--- src/rtl/dbc_pkg.sv ---
package dbc_pkg;
  localparam int unsigned DBC_PORTS = 4;
  localparam int unsigned DBC_PINS  = 8;
  localparam int unsigned DBC_CNT_W = 8;

  typedef enum logic {
    REG_PERIOD = 1'b0,
    REG_ENABLE = 1'b1
  } dbc_reg_e;
endpackage

--- src/rtl/dbc_pin_filter.sv ---
module dbc_pin_filter #(
  parameter int unsigned CNT_W = 8
) (
  input  logic             clk_i,
  input  logic             rst_ni,
  input  logic             raw_i,
  input  logic             tick_i,
  input  logic             en_i,
  input  logic [CNT_W-1:0] period_i,
  output logic             filt_o,
  output logic             pin_o
);
  logic             bypass;
  logic             last_q;
  logic             filt_q;
  logic [CNT_W-1:0] cnt_q;
  logic [CNT_W:0]   cnt_nxt;

  assign bypass  = !en_i || (period_i == '0);
  assign cnt_nxt = {1'b0, cnt_q} + 1'b1;

  always_ff @(posedge clk_i or negedge rst_ni) begin
    if (!rst_ni) begin
      last_q <= 1'b0;
      filt_q <= 1'b0;
      cnt_q  <= '0;
    end else if (bypass) begin
      // track raw so enabling starts from a settled state
      last_q <= raw_i;
      filt_q <= raw_i;
      cnt_q  <= '0;
    end else if (raw_i != last_q) begin
      last_q <= raw_i;
      cnt_q  <= '0;
    end else if (raw_i == filt_q) begin
      cnt_q <= '0;
    end else if (tick_i) begin
      if (cnt_nxt >= {1'b0, period_i}) begin
        filt_q <= raw_i;
        cnt_q  <= '0;
      end else begin
        cnt_q <= cnt_nxt[CNT_W-1:0];
      end
    end
  end

  assign filt_o = filt_q;
  assign pin_o  = bypass ? raw_i : filt_q;
endmodule

--- src/rtl/dbc_port.sv ---
module dbc_port #(
  parameter int unsigned PINS  = 8,
  parameter int unsigned CNT_W = 8
) (
  input  logic             clk_i,
  input  logic             rst_ni,
  input  logic             tick_i,
  input  logic [PINS-1:0]  raw_i,
  input  logic [PINS-1:0]  en_i,
  input  logic [CNT_W-1:0] period_i,
  output logic [PINS-1:0]  pin_o,
  output logic [PINS-1:0]  filt_o,
  output logic [PINS-1:0]  active_o
);
  assign active_o = en_i & {PINS{period_i != '0}};

  for (genvar b = 0; b < PINS; b++) begin : g_pin
    dbc_pin_filter #(.CNT_W(CNT_W)) u_filt (
      .clk_i   (clk_i),
      .rst_ni  (rst_ni),
      .raw_i   (raw_i[b]),
      .tick_i  (tick_i),
      .en_i    (en_i[b]),
      .period_i(period_i),
      .filt_o  (filt_o[b]),
      .pin_o   (pin_o[b])
    );
  end
endmodule

--- src/rtl/dbc_regs.sv ---
module dbc_regs
  import dbc_pkg::*;
#(
  parameter int unsigned PORTS  = 4,
  parameter int unsigned PINS   = 8,
  parameter int unsigned CNT_W  = 8,
  parameter int unsigned SEL_W  = 2,
  parameter int unsigned ADDR_W = 3,
  parameter int unsigned DATA_W = 16,
  parameter int unsigned RD_W   = 8
) (
  input  logic                   clk_i,
  input  logic                   rst_ni,
  input  logic                   wr_en_i,
  input  logic [ADDR_W-1:0]      wr_addr_i,
  input  logic [DATA_W-1:0]      wr_data_i,
  input  logic [ADDR_W-1:0]      rd_addr_i,
  output logic [RD_W-1:0]        rd_data_o,
  output logic [PORTS*PINS-1:0]  en_flat_o,
  output logic [PORTS*CNT_W-1:0] period_flat_o
);
  logic [CNT_W-1:0] period_q [PORTS];
  logic [PINS-1:0]  en_q     [PORTS];

  dbc_reg_e         wr_kind, rd_kind;
  logic [SEL_W-1:0] wr_port, rd_port;
  logic [PINS-1:0]  wr_mask, wr_val;

  assign wr_kind = dbc_reg_e'(wr_addr_i[ADDR_W-1]);
  assign rd_kind = dbc_reg_e'(rd_addr_i[ADDR_W-1]);
  assign wr_port = wr_addr_i[SEL_W-1:0];
  assign rd_port = rd_addr_i[SEL_W-1:0];
  assign wr_val  = wr_data_i[PINS-1:0];
  assign wr_mask = wr_data_i[2*PINS-1:PINS];

  for (genvar p = 0; p < PORTS; p++) begin : g_reg
    always_ff @(posedge clk_i or negedge rst_ni) begin
      if (!rst_ni) begin
        period_q[p] <= '0;
        en_q[p]     <= '0;
      end else if (wr_en_i && wr_port == SEL_W'(p)) begin
        if (wr_kind == REG_ENABLE) en_q[p] <= (en_q[p] & ~wr_mask) | (wr_val & wr_mask);
        else                       period_q[p] <= wr_data_i[CNT_W-1:0];
      end
    end
    assign en_flat_o[p*PINS +: PINS]       = en_q[p];
    assign period_flat_o[p*CNT_W +: CNT_W] = period_q[p];
  end

  always_comb begin
    if (rd_kind == REG_ENABLE) rd_data_o = RD_W'(en_q[rd_port]);
    else                       rd_data_o = RD_W'(period_q[rd_port]);
  end
endmodule

--- src/rtl/dbc_bank_top.sv ---
module dbc_bank_top
  import dbc_pkg::*;
#(
  parameter int unsigned NUM_PORTS   = DBC_PORTS,
  parameter int unsigned PORT_PINS   = DBC_PINS,
  parameter int unsigned CNT_W       = DBC_CNT_W,
  parameter bit          DEBOUNCE_ON = 1'b1,
  localparam int unsigned NPIN   = NUM_PORTS * PORT_PINS,
  localparam int unsigned SEL_W  = $clog2(NUM_PORTS),
  localparam int unsigned ADDR_W = SEL_W + 1,
  localparam int unsigned DATA_W = 2 * PORT_PINS,
  localparam int unsigned RD_W   = (PORT_PINS >= CNT_W) ? PORT_PINS : CNT_W
) (
  input  logic              clk_i,
  input  logic              rst_ni,
  input  logic              tick_i,
  input  logic [NPIN-1:0]   pin_i,
  input  logic              wr_en_i,
  input  logic [ADDR_W-1:0] wr_addr_i,
  input  logic [DATA_W-1:0] wr_data_i,
  input  logic [ADDR_W-1:0] rd_addr_i,
  output logic [RD_W-1:0]   rd_data_o,
  output logic [NPIN-1:0]   pin_o
);
  logic [NPIN-1:0] en_flat;
  logic [NPIN-1:0] active_w;
  logic [NPIN-1:0] filt_w;

  if (DEBOUNCE_ON) begin : g_dbc
    logic [NUM_PORTS*CNT_W-1:0] period_flat;

    dbc_regs #(
      .PORTS(NUM_PORTS), .PINS(PORT_PINS), .CNT_W(CNT_W),
      .SEL_W(SEL_W), .ADDR_W(ADDR_W), .DATA_W(DATA_W), .RD_W(RD_W)
    ) u_regs (
      .clk_i        (clk_i),
      .rst_ni       (rst_ni),
      .wr_en_i      (wr_en_i),
      .wr_addr_i    (wr_addr_i),
      .wr_data_i    (wr_data_i),
      .rd_addr_i    (rd_addr_i),
      .rd_data_o    (rd_data_o),
      .en_flat_o    (en_flat),
      .period_flat_o(period_flat)
    );

    for (genvar p = 0; p < NUM_PORTS; p++) begin : g_port
      dbc_port #(.PINS(PORT_PINS), .CNT_W(CNT_W)) u_port (
        .clk_i   (clk_i),
        .rst_ni  (rst_ni),
        .tick_i  (tick_i),
        .raw_i   (pin_i[p*PORT_PINS +: PORT_PINS]),
        .en_i    (en_flat[p*PORT_PINS +: PORT_PINS]),
        .period_i(period_flat[p*CNT_W +: CNT_W]),
        .pin_o   (pin_o[p*PORT_PINS +: PORT_PINS]),
        .filt_o  (filt_w[p*PORT_PINS +: PORT_PINS]),
        .active_o(active_w[p*PORT_PINS +: PORT_PINS])
      );
    end
  end else begin : g_bypass
    assign en_flat   = '0;
    assign active_w  = '0;
    assign filt_w    = pin_i;
    assign pin_o     = pin_i;
    assign rd_data_o = '0;
  end
endmodule

--- config.mk ---
export PLATFORM = sky130hd
export DESIGN_NAME = dbc_bank_top
export DESIGN_NICKNAME = d
export VERILOG_FILES = /design/src/rtl/dbc_pkg.sv /design/src/rtl/dbc_pin_filter.sv /design/src/rtl/dbc_port.sv /design/src/rtl/dbc_regs.sv /design/src/rtl/dbc_bank_top.sv
export SDC_FILE = /design/constraint.sdc
export NUM_CORES = 1
export LEC_CHECK = 0
export BUFFER_PORTS_ARGS = -buffer_cell sky130_fd_sc_hd__buf_2
export CORE_UTILIZATION = 55
export DETAILED_ROUTE_END_ITERATION = 6
export HOLD_SLACK_MARGIN = 0.12
export PLACE_DENSITY_LB_ADDON = 0.3
export SLEW_MARGIN = 20
export SYNTH_ARGS = -nofsm -noshare
export SYNTH_HDL_FRONTEND = slang
export SYNTH_HIERARCHICAL = 1
export SYNTH_SLANG_ARGS = --single-unit
--- constraint.sdc ---
create_clock -name clk_i -period 2.7 [get_ports clk_i]
set_clock_uncertainty 0.15 [all_clocks]
set_input_delay 0.27 -clock clk_i [delete_from_list [all_inputs] [get_ports clk_i]]
set_output_delay 0.27 -clock clk_i [all_outputs]
set_load 0.1 [all_outputs]
* Yosys cells after proc, flatten, opt, wreduce, memory -nomap -nowiden
Index checks and enable logic that the tools add are counted.
** Cells by class
- Add/sub/neg operators :: 32
- Bitwise operators :: 12
- Eq/ne operators :: 131
- $lt $le $gt $ge :: 33
- Mux-type cells :: 423
- Reduce and logical (&&, ||, !) cells :: 241
** Operator list (count)
- 8-bit 2-to-1 mux :: 165
- 8-bit by 1-bit adder with 9-bit output (second input constant) :: 32
- 9-bit by 8-bit >= comparator with 1-bit output :: 32
- 1-bit 2-to-1 mux :: 256
- 2-bit nonzero test :: 96
- 2-bit != test (second input constant) :: 64
- 4-bit AND reduction :: 32
- 4-bit nonzero test :: 32
- 8-bit AND :: 5
- 8-bit binary-select mux with 2-bit select :: 2
- 1-bit == test :: 32
- 1-bit logical NOT :: 32
- 8-bit logical NOT :: 4
- 1-bit logical OR :: 32
- 1-bit != test :: 32
- 8-bit bitwise OR :: 4
- 2-bit AND reduction :: 8
- 8-bit inverter :: 1
- 2-bit == test (second input constant) :: 2
- 1-bit logical AND :: 4
- 3-bit >= comparator (second input constant) :: 1
- 2-bit inverter with 3-bit output :: 1
- 2-bit by 1-bit == test with 1-bit output (second input constant) :: 1
- 2-bit logical NOT :: 1
- 1-bit inverter :: 1
** Storage, ports and cells
- Logic and storage cells :: 976
- Register bits :: 384
- Output and inout port bits :: 40
- Input port bits :: 58

* Depth between registers and ports, before layout
Gate-level depths: netlist of run 1.
- Word-level depth :: 7
- Gate-level depth with buffers :: 11
- Gate-level depth less buffers :: 11

* Hierarchy
The synthesis of run 1 kept the hierarchy.
** Modules (own cells, without submodules)
- dbc_pin_filter (g_dbc.g_port[0].u_port.g_pin[0].u_filt ...) :: area an instance 828.3 um^2, times used 29, cells each 92, sequential area each 250.2 um^2
- dbc_regs :: area an instance 3125.5 um^2, times used 1, cells each 204, sequential area each 1601.5 um^2
- dbc_pin_filter (g_dbc.g_port[3].u_port.g_pin[4].u_filt ...) :: area an instance 874.6 um^2, times used 3, cells each 94, sequential area each 250.2 um^2
- dbc_port :: area an instance 85.1 um^2, times used 4, cells each 10, sequential area each 0.0 um^2

* Worst setup path before layout of run 1
Ideal clock, no wire load.
- Path type :: register to output
- Start point :: reg g_dbc.u_regs.period_q, in the netlist g_dbc.u_regs/period_flat_o[16]
- End point :: out pin_o[18]
- Path slack :: -0.743 ns
- Data required time :: 2.280 ns
- Stages on the path, launching flop included :: 4
- Arrival :: 3.023 ns
- Buffers on the path :: 0
- Path through :: dfrtp_1 > or4_4 > o21ai_4 > o21ai_0
** On the way
- Word-level cells in the longest chain between the ends :: 3
** RTL lines
- start, declared :: RTL line dbc_regs.sv:22 : logic [CNT_W-1:0] period_q [PORTS];
- start signal, assigned by index :: RTL line dbc_regs.sv:43 : else period_q[p] <= wr_data_i[CNT_W-1:0];
- 8-bit logical NOT :: RTL line dbc_pin_filter.sv:19 : assign bypass = !en_i || (period_i == '0);
- 1-bit logical OR :: RTL line dbc_pin_filter.sv:19
- 1-bit 2-to-1 mux :: RTL line dbc_pin_filter.sv:48 : assign pin_o = bypass ? raw_i : filt_q;
- end, declared :: RTL line dbc_bank_top.sv:23 : output logic [NPIN-1:0] pin_o
No other way between the ends.

* Worst setup path in the final report of run 1
- Start point :: reg g_dbc.g_port[0].u_port.g_pin[4].u_filt.cnt_q[1]
- End point :: reg g_dbc.g_port[0].u_port.g_pin[4].u_filt.cnt_q[2]
** On the way
- Word-level cells in the longest chain between the ends :: 7
** RTL lines
- start, declared :: RTL line dbc_pin_filter.sv:16 : logic [CNT_W-1:0] cnt_q;
- start signal, assigned :: RTL line dbc_pin_filter.sv:42 : cnt_q <= cnt_nxt[CNT_W-1:0];
- 8-bit by 1-bit adder with 9-bit output * :: RTL line dbc_pin_filter.sv:20 : assign cnt_nxt = {1'b0, cnt_q} + 1'b1;
- 9-bit by 8-bit >= comparator with 1-bit output :: RTL line dbc_pin_filter.sv:38 : if (cnt_nxt >= {1'b0, period_i}) begin
- 8-bit 2-to-1 mux * :: RTL line dbc_pin_filter.sv:38
- 8-bit 2-to-1 mux * :: RTL line dbc_pin_filter.sv:37 : end else if (tick_i) begin
- 8-bit 2-to-1 mux * :: RTL line dbc_pin_filter.sv:35 : end else if (raw_i == filt_q) begin
- 8-bit 2-to-1 mux * :: RTL line dbc_pin_filter.sv:32 : end else if (raw_i != last_q) begin
- 8-bit 2-to-1 mux * :: RTL line dbc_pin_filter.sv:27 : end else if (bypass) begin
Every way passes the cells marked *; elsewhere a longest branch is shown, timed or not. The select of a mux whose other input is x is not followed.
A chain may end at the register's enable or synchronous reset.

==> results of run 1 <==
==> routing by layer <==
metal | track usage | vias up
li1 | - | 13500
met1 | 0.391 | 15600
met2 | 0.581 | 2155
met3 | 0.0654 | 844
met4 | 0.132 | 2
met5 | 0 | -
==> what timing repair did <==
item                                    4_1_cts  5_1_grt
pin swaps                                   269      337
resized for setup                           414      467
hold buffers                                 63        0
hold endpoints to repair                    508        0
setup buffers                               278      173
endpoints found under the setup margin      245      319
cloned                                        0        5
==> per-stage QoR <==
step           TNS, ns  total power (W)  cells  cell area [µm²]  worst slack (ns)
2_1_floorplan  -0.0606           0.0116   3154            30200           -0.0330
3_3_place_gp    -0.394           0.0142   4181            34400           -0.0494
3_5_place_dp    -10.51           0.0145   4181            34400            -0.136
4_1_cts          -3.14           0.0226   4608            40400            -0.140
5_1_grt         -32.84           0.0253   4785            44300            -0.535
6_report        -17.94           0.0246   4789            44300            -0.461
==> registers in the layout, indices dropped and copies added (netlist names), named ones only <==
signal	count
g_dbc.g_port.u_port/g_pin.u_filt/last_q	32
g_dbc.g_port.u_port/g_pin.u_filt/cnt_q	256
g_dbc.g_port.u_port/g_pin.u_filt/filt_o	32
g_dbc.u_regs/period_flat_o	32
==> layout by cell type (no fill, tap or decap), drive strengths merged, types with 61 or more instances in the layout <==
cell type / count
inv: 285
mux2: 101
o21ai: 131
dfrtp: 384
or4: 93
nand2: 268
dlygate4sd3: 63
xnor2: 64
nor3: 103
o31a: 61
a22o: 96
ha: 288
or2: 90
nand2b: 100
clkbuf: 73
a21o: 189
a211oi: 90
nand3: 218
buf: 825
nor2: 125
and3: 125
==> worst min path at each step <==
| stage | end | slack, ns | cells after the start |
|---|---|---|---|
| after global routing | g_dbc.g_port[1].u_port/g_pin[2].u_filt/last_q$_DFFE_PN0P_ | 0.22 | 2 |
| after detailed placement | g_dbc.g_port[3].u_port/g_pin[1].u_filt/cnt_q[6]$_DFFE_PN0P_ | 0.13 | 1 |
| after CTS | g_dbc.g_port[1].u_port/g_pin[0].u_filt/last_q$_DFFE_PN0P_ | 0.20 | 2 |
| after floorplan | g_dbc.g_port[0].u_port/g_pin[0].u_filt/cnt_q[0]$_DFFE_PN0P_ | -0.18 | 0 |
| after global placement | g_dbc.g_port[3].u_port/g_pin[1].u_filt/cnt_q[5]$_DFFE_PN0P_ | 0.13 | 1 |
| final | g_dbc.g_port[2].u_port/g_pin[5].u_filt/last_q$_DFFE_PN0P_ | 0.22 | 2 |
==> cell type report <==
class | instances | area share
antenna | 11 | 0.000622
timing repair buffer | 893 | 0.182
inverter | 285 | 0.0242
clock buffer | 68 | 0.0309
multi-input combinational | 2442 | 0.521
sequential | 384 | 0.218
clock inverter | 18 | 0.00441
tap | 688 | 0.0194
==> power by group <==
part / leakage (nW) / switching (W) / internal (W)
logic: 16.0 / 0.00615 / 0.00473
clock network: 0.772 / 0.00289 / 0.00389
registers: 5.06 / 0.000667 / 0.00624
total: 21.8 / 0.00971 / 0.0149
==> critical path, stage by stage (launching register included) <==
cell and delay, ns:
dfrtp_1 0.40, ha_2 0.22, buf_4 0.13, buf_4 0.13
nand2b_1 0.16, nand2_1 0.09, ha_1 0.27, a21o_1 0.21
a31oi_1 0.42, o21ai_2 0.20, buf_6 0.17, a211oi_2 0.22
a21o_1 0.27
==> impl_metrics.csv, run 1 <==
group,metric,value,unit
outcome,outcome,"finished with violations",
outcome,violations,"negative setup slack",
grt,grt_pass1_wl,150000,µm
grt,grt_start_max_net_pins,64,
drt,wl,119000,µm
pwr,leakage,21.8,nW
setup_path,r2r_slack,-0.46,ns
timing,final-setup-viol-count,193,
setup_path,worstSetupStartpointType,"flip-flop",
drt,wl_met2,57000,µm
drt,first_pass_iters,6,
timing,max_clock_freq,316,MHz
setup_path,end_kind,"flip-flop",
hold_path,worstHoldStart,"pin_i[21]",
yosys,synth_warnings,6,
drt,via_per_inst,6.70,
grt,grt_overflow,0,
drt,first_iter_violations,2865,
floorplan,ioPinCount,98,
timing,fin_crit_sh,1.17,
setup_path,cp_max_fo,5,
drt,postRouteAntennaNets,0,
floorplan,std_cell_rows,84,
timing,hold_slack,0.216,ns
setup_path,r2r.worst_path.cells,12,
finish,syn_to_final_growth,48.8,%
timing,period_minus_slack,3.16,ns
grt,track_usage,0.329,
floorplan,die_w,235,µm
run,max_cap_viol_count,0,
clock_network,cts_tree,"built",
yosys,synth_nets,3500,
timing,rsz0062_at_grt,"true",
timing,slew_headroom,0.227,
grt,antenna_found_initial,7,
yosys,syn_inst,3154,
setup_path,setup.worst_path.end,"g_dbc.g_port[0].u_port/g_pin[4].u_filt/cnt_q[2]$_DFFE_PN0P_",
timing,fin_ws,-0.461,ns
drt,drc,0,
yosys,syn_area_per_cell,9.44,µm²
drt,wl_met3,11900,µm
hold_path,hold_class,"input port to flip-flop",
floorplan,initial_core_util,0.562,
finish,fillers,2465,
clock_network,htreeDepth,2,
drt,vias,32100,
drt,wire_per_inst,24.8,µm
grt,grt_pass1_vias,30200,
drt,top_layer_used,"met5",
floorplan,die_h,235,µm
clock_network,clk_pin_slew_worst_paths,0.07,ns
floorplan,die-area,55100,µm²
clock_network,clock-sinks,384,
setup_path,arrival,3.52,ns
clock_network,clockBufferDepth,3,
finish,fin_util,0.836,
finish,final_net_count,4399,
setup_path,r2r_start,"g_dbc.g_port[0].u_port/g_pin[4].u_filt/cnt_q[1]$_DFFE_PN0P_",
floorplan,core_area,53000,µm²
timing,hold_viol,0,
pwr,powerDensity,555,nW/µm²
timing,slew_viol_final,0,
setup_path,startpoint,"g_dbc.g_port[0].u_port/g_pin[4].u_filt/cnt_q[1]$_DFFE_PN0P_",
finish,multi_input_area,23100,µm²
clock_network,clk_latency,0.62,ns
yosys,netlist_area,29800,µm²
setup_path,regToRegEndpoint,"g_dbc.g_port[0].u_port/g_pin[4].u_filt/cnt_q[2]$_DFFE_PN0P_",
clock_network,cts_buffers,47,
finish,layout-drive-gt1-share,0.467,
place,portBuffers,97,
place,dp_hpwl,57600,µm
finish,seq_area,9650,µm²
clock_network,cts_root_buf,"clkbuf_16",
setup_path,crit_type,"flip-flop to flip-flop",
timing,worstMarginPinSlew,1.15,ns
place,routabilityCongestion,0.967,
setup_path,worstPathRequired,3.05,ns
drt,wl_met1,40900,µm
pwr,ir_worst_vdd,481,µV
Note: power is estimated with default switching activity, not from simulation.
==> run 2: changes to the inputs <==
--- a/config.mk
+++ b/config.mk
@@ -5,11 +5,12 @@
 export SDC_FILE = /design/constraint.sdc
 export NUM_CORES = 1
 export LEC_CHECK = 0
-export BUFFER_PORTS_ARGS = -buffer_cell sky130_fd_sc_hd__buf_2
+export BUFFER_PORTS_ARGS = -buffer_cell sky130_fd_sc_hd__buf_4
 export CORE_UTILIZATION = 55
 export DETAILED_ROUTE_END_ITERATION = 6
 export HOLD_SLACK_MARGIN = 0.12
 export PLACE_DENSITY_LB_ADDON = 0.3
+export RECOVER_POWER = 100
 export SLEW_MARGIN = 20
 export SYNTH_ARGS = -nofsm -noshare
 export SYNTH_HDL_FRONTEND = slang
==> run 2 against run 1 <==
The run still ends with negative setup slack left. Routed wire length is 1.9% higher. Sequential cell count stayed put. Hold slack better by 0.034 ns. Cell area hardly changed. Clock power hardly changed. Global-route usage is 0.58 points higher.
==> impl_metrics.csv, run 2 (same netlist as run 1, synthesis figures left out) <==
group,metric,value,unit
timing,final-setup-viol-count,224,
floorplan,die-area,55100,µm²
pwr,powerDensity,561,nW/µm²
grt,grt_start_max_net_pins,72,
grt,antenna_found_initial,7,
pwr,power.total,0.0248,W
clock_network,clk_latency,0.62,ns
setup_path,worstPathRequired,3.07,ns
drt,postRouteAntennaNets,0,
timing,fin_ws,-0.510,ns
finish,layout_common_cells,"610 x buf_4, 366 x dfrtp_1, 283 x inv_1",
floorplan,initial_core_util,0.562,
floorplan,std_cell_rows,84,
clock_network,clk_pin_slew_worst_paths,0.06,ns
setup_path,end_kind,"flip-flop",
floorplan,core_area,53000,µm²
place,portBuffers,97,
setup_path,cp_max_fo,4,
floorplan,die_h,235,µm
setup_path,arrival,3.58,ns
grt,grt_pass1_vias,30200,
pwr,ir_worst_vdd,556,µV
drt,wire_per_inst,25.2,µm
grt,grt_overflow,0,
grt,grt_pass1_wl,152000,µm
timing,fin_tns_setup,-26.17,ns
outcome,violations,"negative setup slack",
clock_network,cts_buffers,46,
drt,vias,32500,
drt,via_per_inst,6.77,
drt,first_iter_violations,3020,
drt,first_pass_iters,6,
setup_path,crit_type,"flip-flop to flip-flop",
timing,period_minus_slack,3.21,ns
finish,final_net_count,4410,
grt,track_usage,0.335,
finish,layout_commonest_cell,"buf_4",
finish,fin_util,0.836,
drt,drc,0,
drt,wl,121000,µm
clock_network,htreeDepth,2,
timing,worstMarginPinSlew,1.40,ns
finish,syn_to_final_growth,48.7,%
floorplan,die_w,235,µm
place,routabilityCongestion,0.908,
finish,largest_reg_flops,256,
timing,hold_viol,0,
timing,slew_viol_final,0,
hold_path,hold_class,"input port to flip-flop",
place,dp_hpwl,58000,µm
clock_network,clock-sinks,384,
clock_network,cts_tree,"built",
finish,layout-drive-gt1-share,0.456,
pwr,leakage,21.8,nW
finish,regMostFlops,"g_dbc.g_port.u_port/g_pin.u_filt/cnt_q",
timing,fin_crit_sh,1.19,
setup_path,worstSetupStartpointType,"flip-flop",
timing,slew_headroom,0.0695,
outcome,outcome,"finished with violations",
timing,hold_slack,0.250,ns
timing,rsz0062_at_grt,"true",
run,max_cap_viol_count,0,
clock_network,clockBufferDepth,3,
clock_network,cts_root_buf,"clkbuf_16",
timing,max_clock_freq,312,MHz
floorplan,ioPinCount,98,
## run 2: through the flow
stage               area, µm²  setup WS, ns  instances
floorplan               30200       -0.0330       3154
global route            44300        -0.740       4792
CTS                     40800        -0.140       4620
global placement        34200       -0.0179       4193
finish                  44300        -0.510       4796
detailed placement      34200        -0.159       4193
## run 2: worst max-delay path: stages, from the launching register on
cell	delay [ns]
dfrtp_1	0.40
ha_2	0.21
and3_4	0.19
nand3_2	0.09
or2_4	0.28
nand2_4	0.07
ha_4	0.20
a21o_1	0.26
a221oi_4	0.47
o21ai_4	0.17
or4b_1	0.53
o211ai_1	0.09
## run 2: metal layers
| metal | vias to the layer above | routed length [µm] | global-route usage | part of all wire |
|---|---|---|---|---|
| li1 | 13500 | - | - | - |
| met1 | 15800 | 41500 | 0.393 | 0.34 |
| met2 | 2226 | 58000 | 0.589 | 0.48 |
| met3 | 902 | 11400 | 0.0653 | 0.094 |
| met4 | 4 | 10100 | 0.155 | 0.084 |
| met5 | - | 31 | 0 | 0.00026 |
## run 2: layout make-up
cell class | count | area (µm²)
well taps | 688 | 861
fillers | 2493 | 8700
clock buffers | 65 | 1380
inverters | 285 | 1070
diodes | 8 | 20.0
clock inverters | 19 | 220
repair buffers | 905 | 8140
multi-input cells | 2442 | 22900
flip-flops and latches | 384 | 9640
## run 2: final timing paths
kind | from | endpoint | slack [ns] | depth (start not counted)
max | g_dbc.g_port[3].u_port/g_pin[4].u_filt/cnt_q[0]$_DFFE_PN0P_ | g_dbc.g_port[3].u_port/g_pin[4].u_filt/cnt_q[5]$_DFFE_PN0P_ | -0.51 | 11
min | tick_i | g_dbc.g_port[3].u_port/g_pin[0].u_filt/filt_o$_DFFE_PN0P_ | 0.25 | 4
max reg2reg | g_dbc.g_port[3].u_port/g_pin[4].u_filt/cnt_q[0]$_DFFE_PN0P_ | g_dbc.g_port[3].u_port/g_pin[4].u_filt/cnt_q[5]$_DFFE_PN0P_ | -0.51 | 11
min reg2reg | g_dbc.g_port[3].u_port/g_pin[6].u_filt/cnt_q[6]$_DFFE_PN0P_ | g_dbc.g_port[3].u_port/g_pin[6].u_filt/cnt_q[6]$_DFFE_PN0P_ | 0.40 | 1
max in group asynchronous | rst_ni | g_dbc.g_port[0].u_port/g_pin[5].u_filt/cnt_q[3]$_DFFE_PN0P_ | 0.05 | 4
min in group asynchronous | rst_ni | g_dbc.g_port[3].u_port/g_pin[7].u_filt/cnt_q[1]$_DFFE_PN0P_ | 0.91 | 3
## run 2: what timing repair did
| action | in CTS | in global routing |
|---|---|---|
| pin swaps | 300 | 337 |
| cloned | 2 | 3 |
| hold endpoints to repair | 512 | 0 |
| hold buffers | 62 | 0 |
| buffers inserted | 280 | 170 |
| setup endpoints to repair | 231 | 313 |
| gates resized for setup | 489 | 473 |
## run 2: where the power goes
part | total, W | leakage [nW] | internal, W | switching (W)
clock network | 0.00680 | 0.802 | 0.00401 | 0.00279
registers | 0.00691 | 5.06 | 0.00624 | 0.000673
logic | 0.0111 | 15.9 | 0.00484 | 0.00629
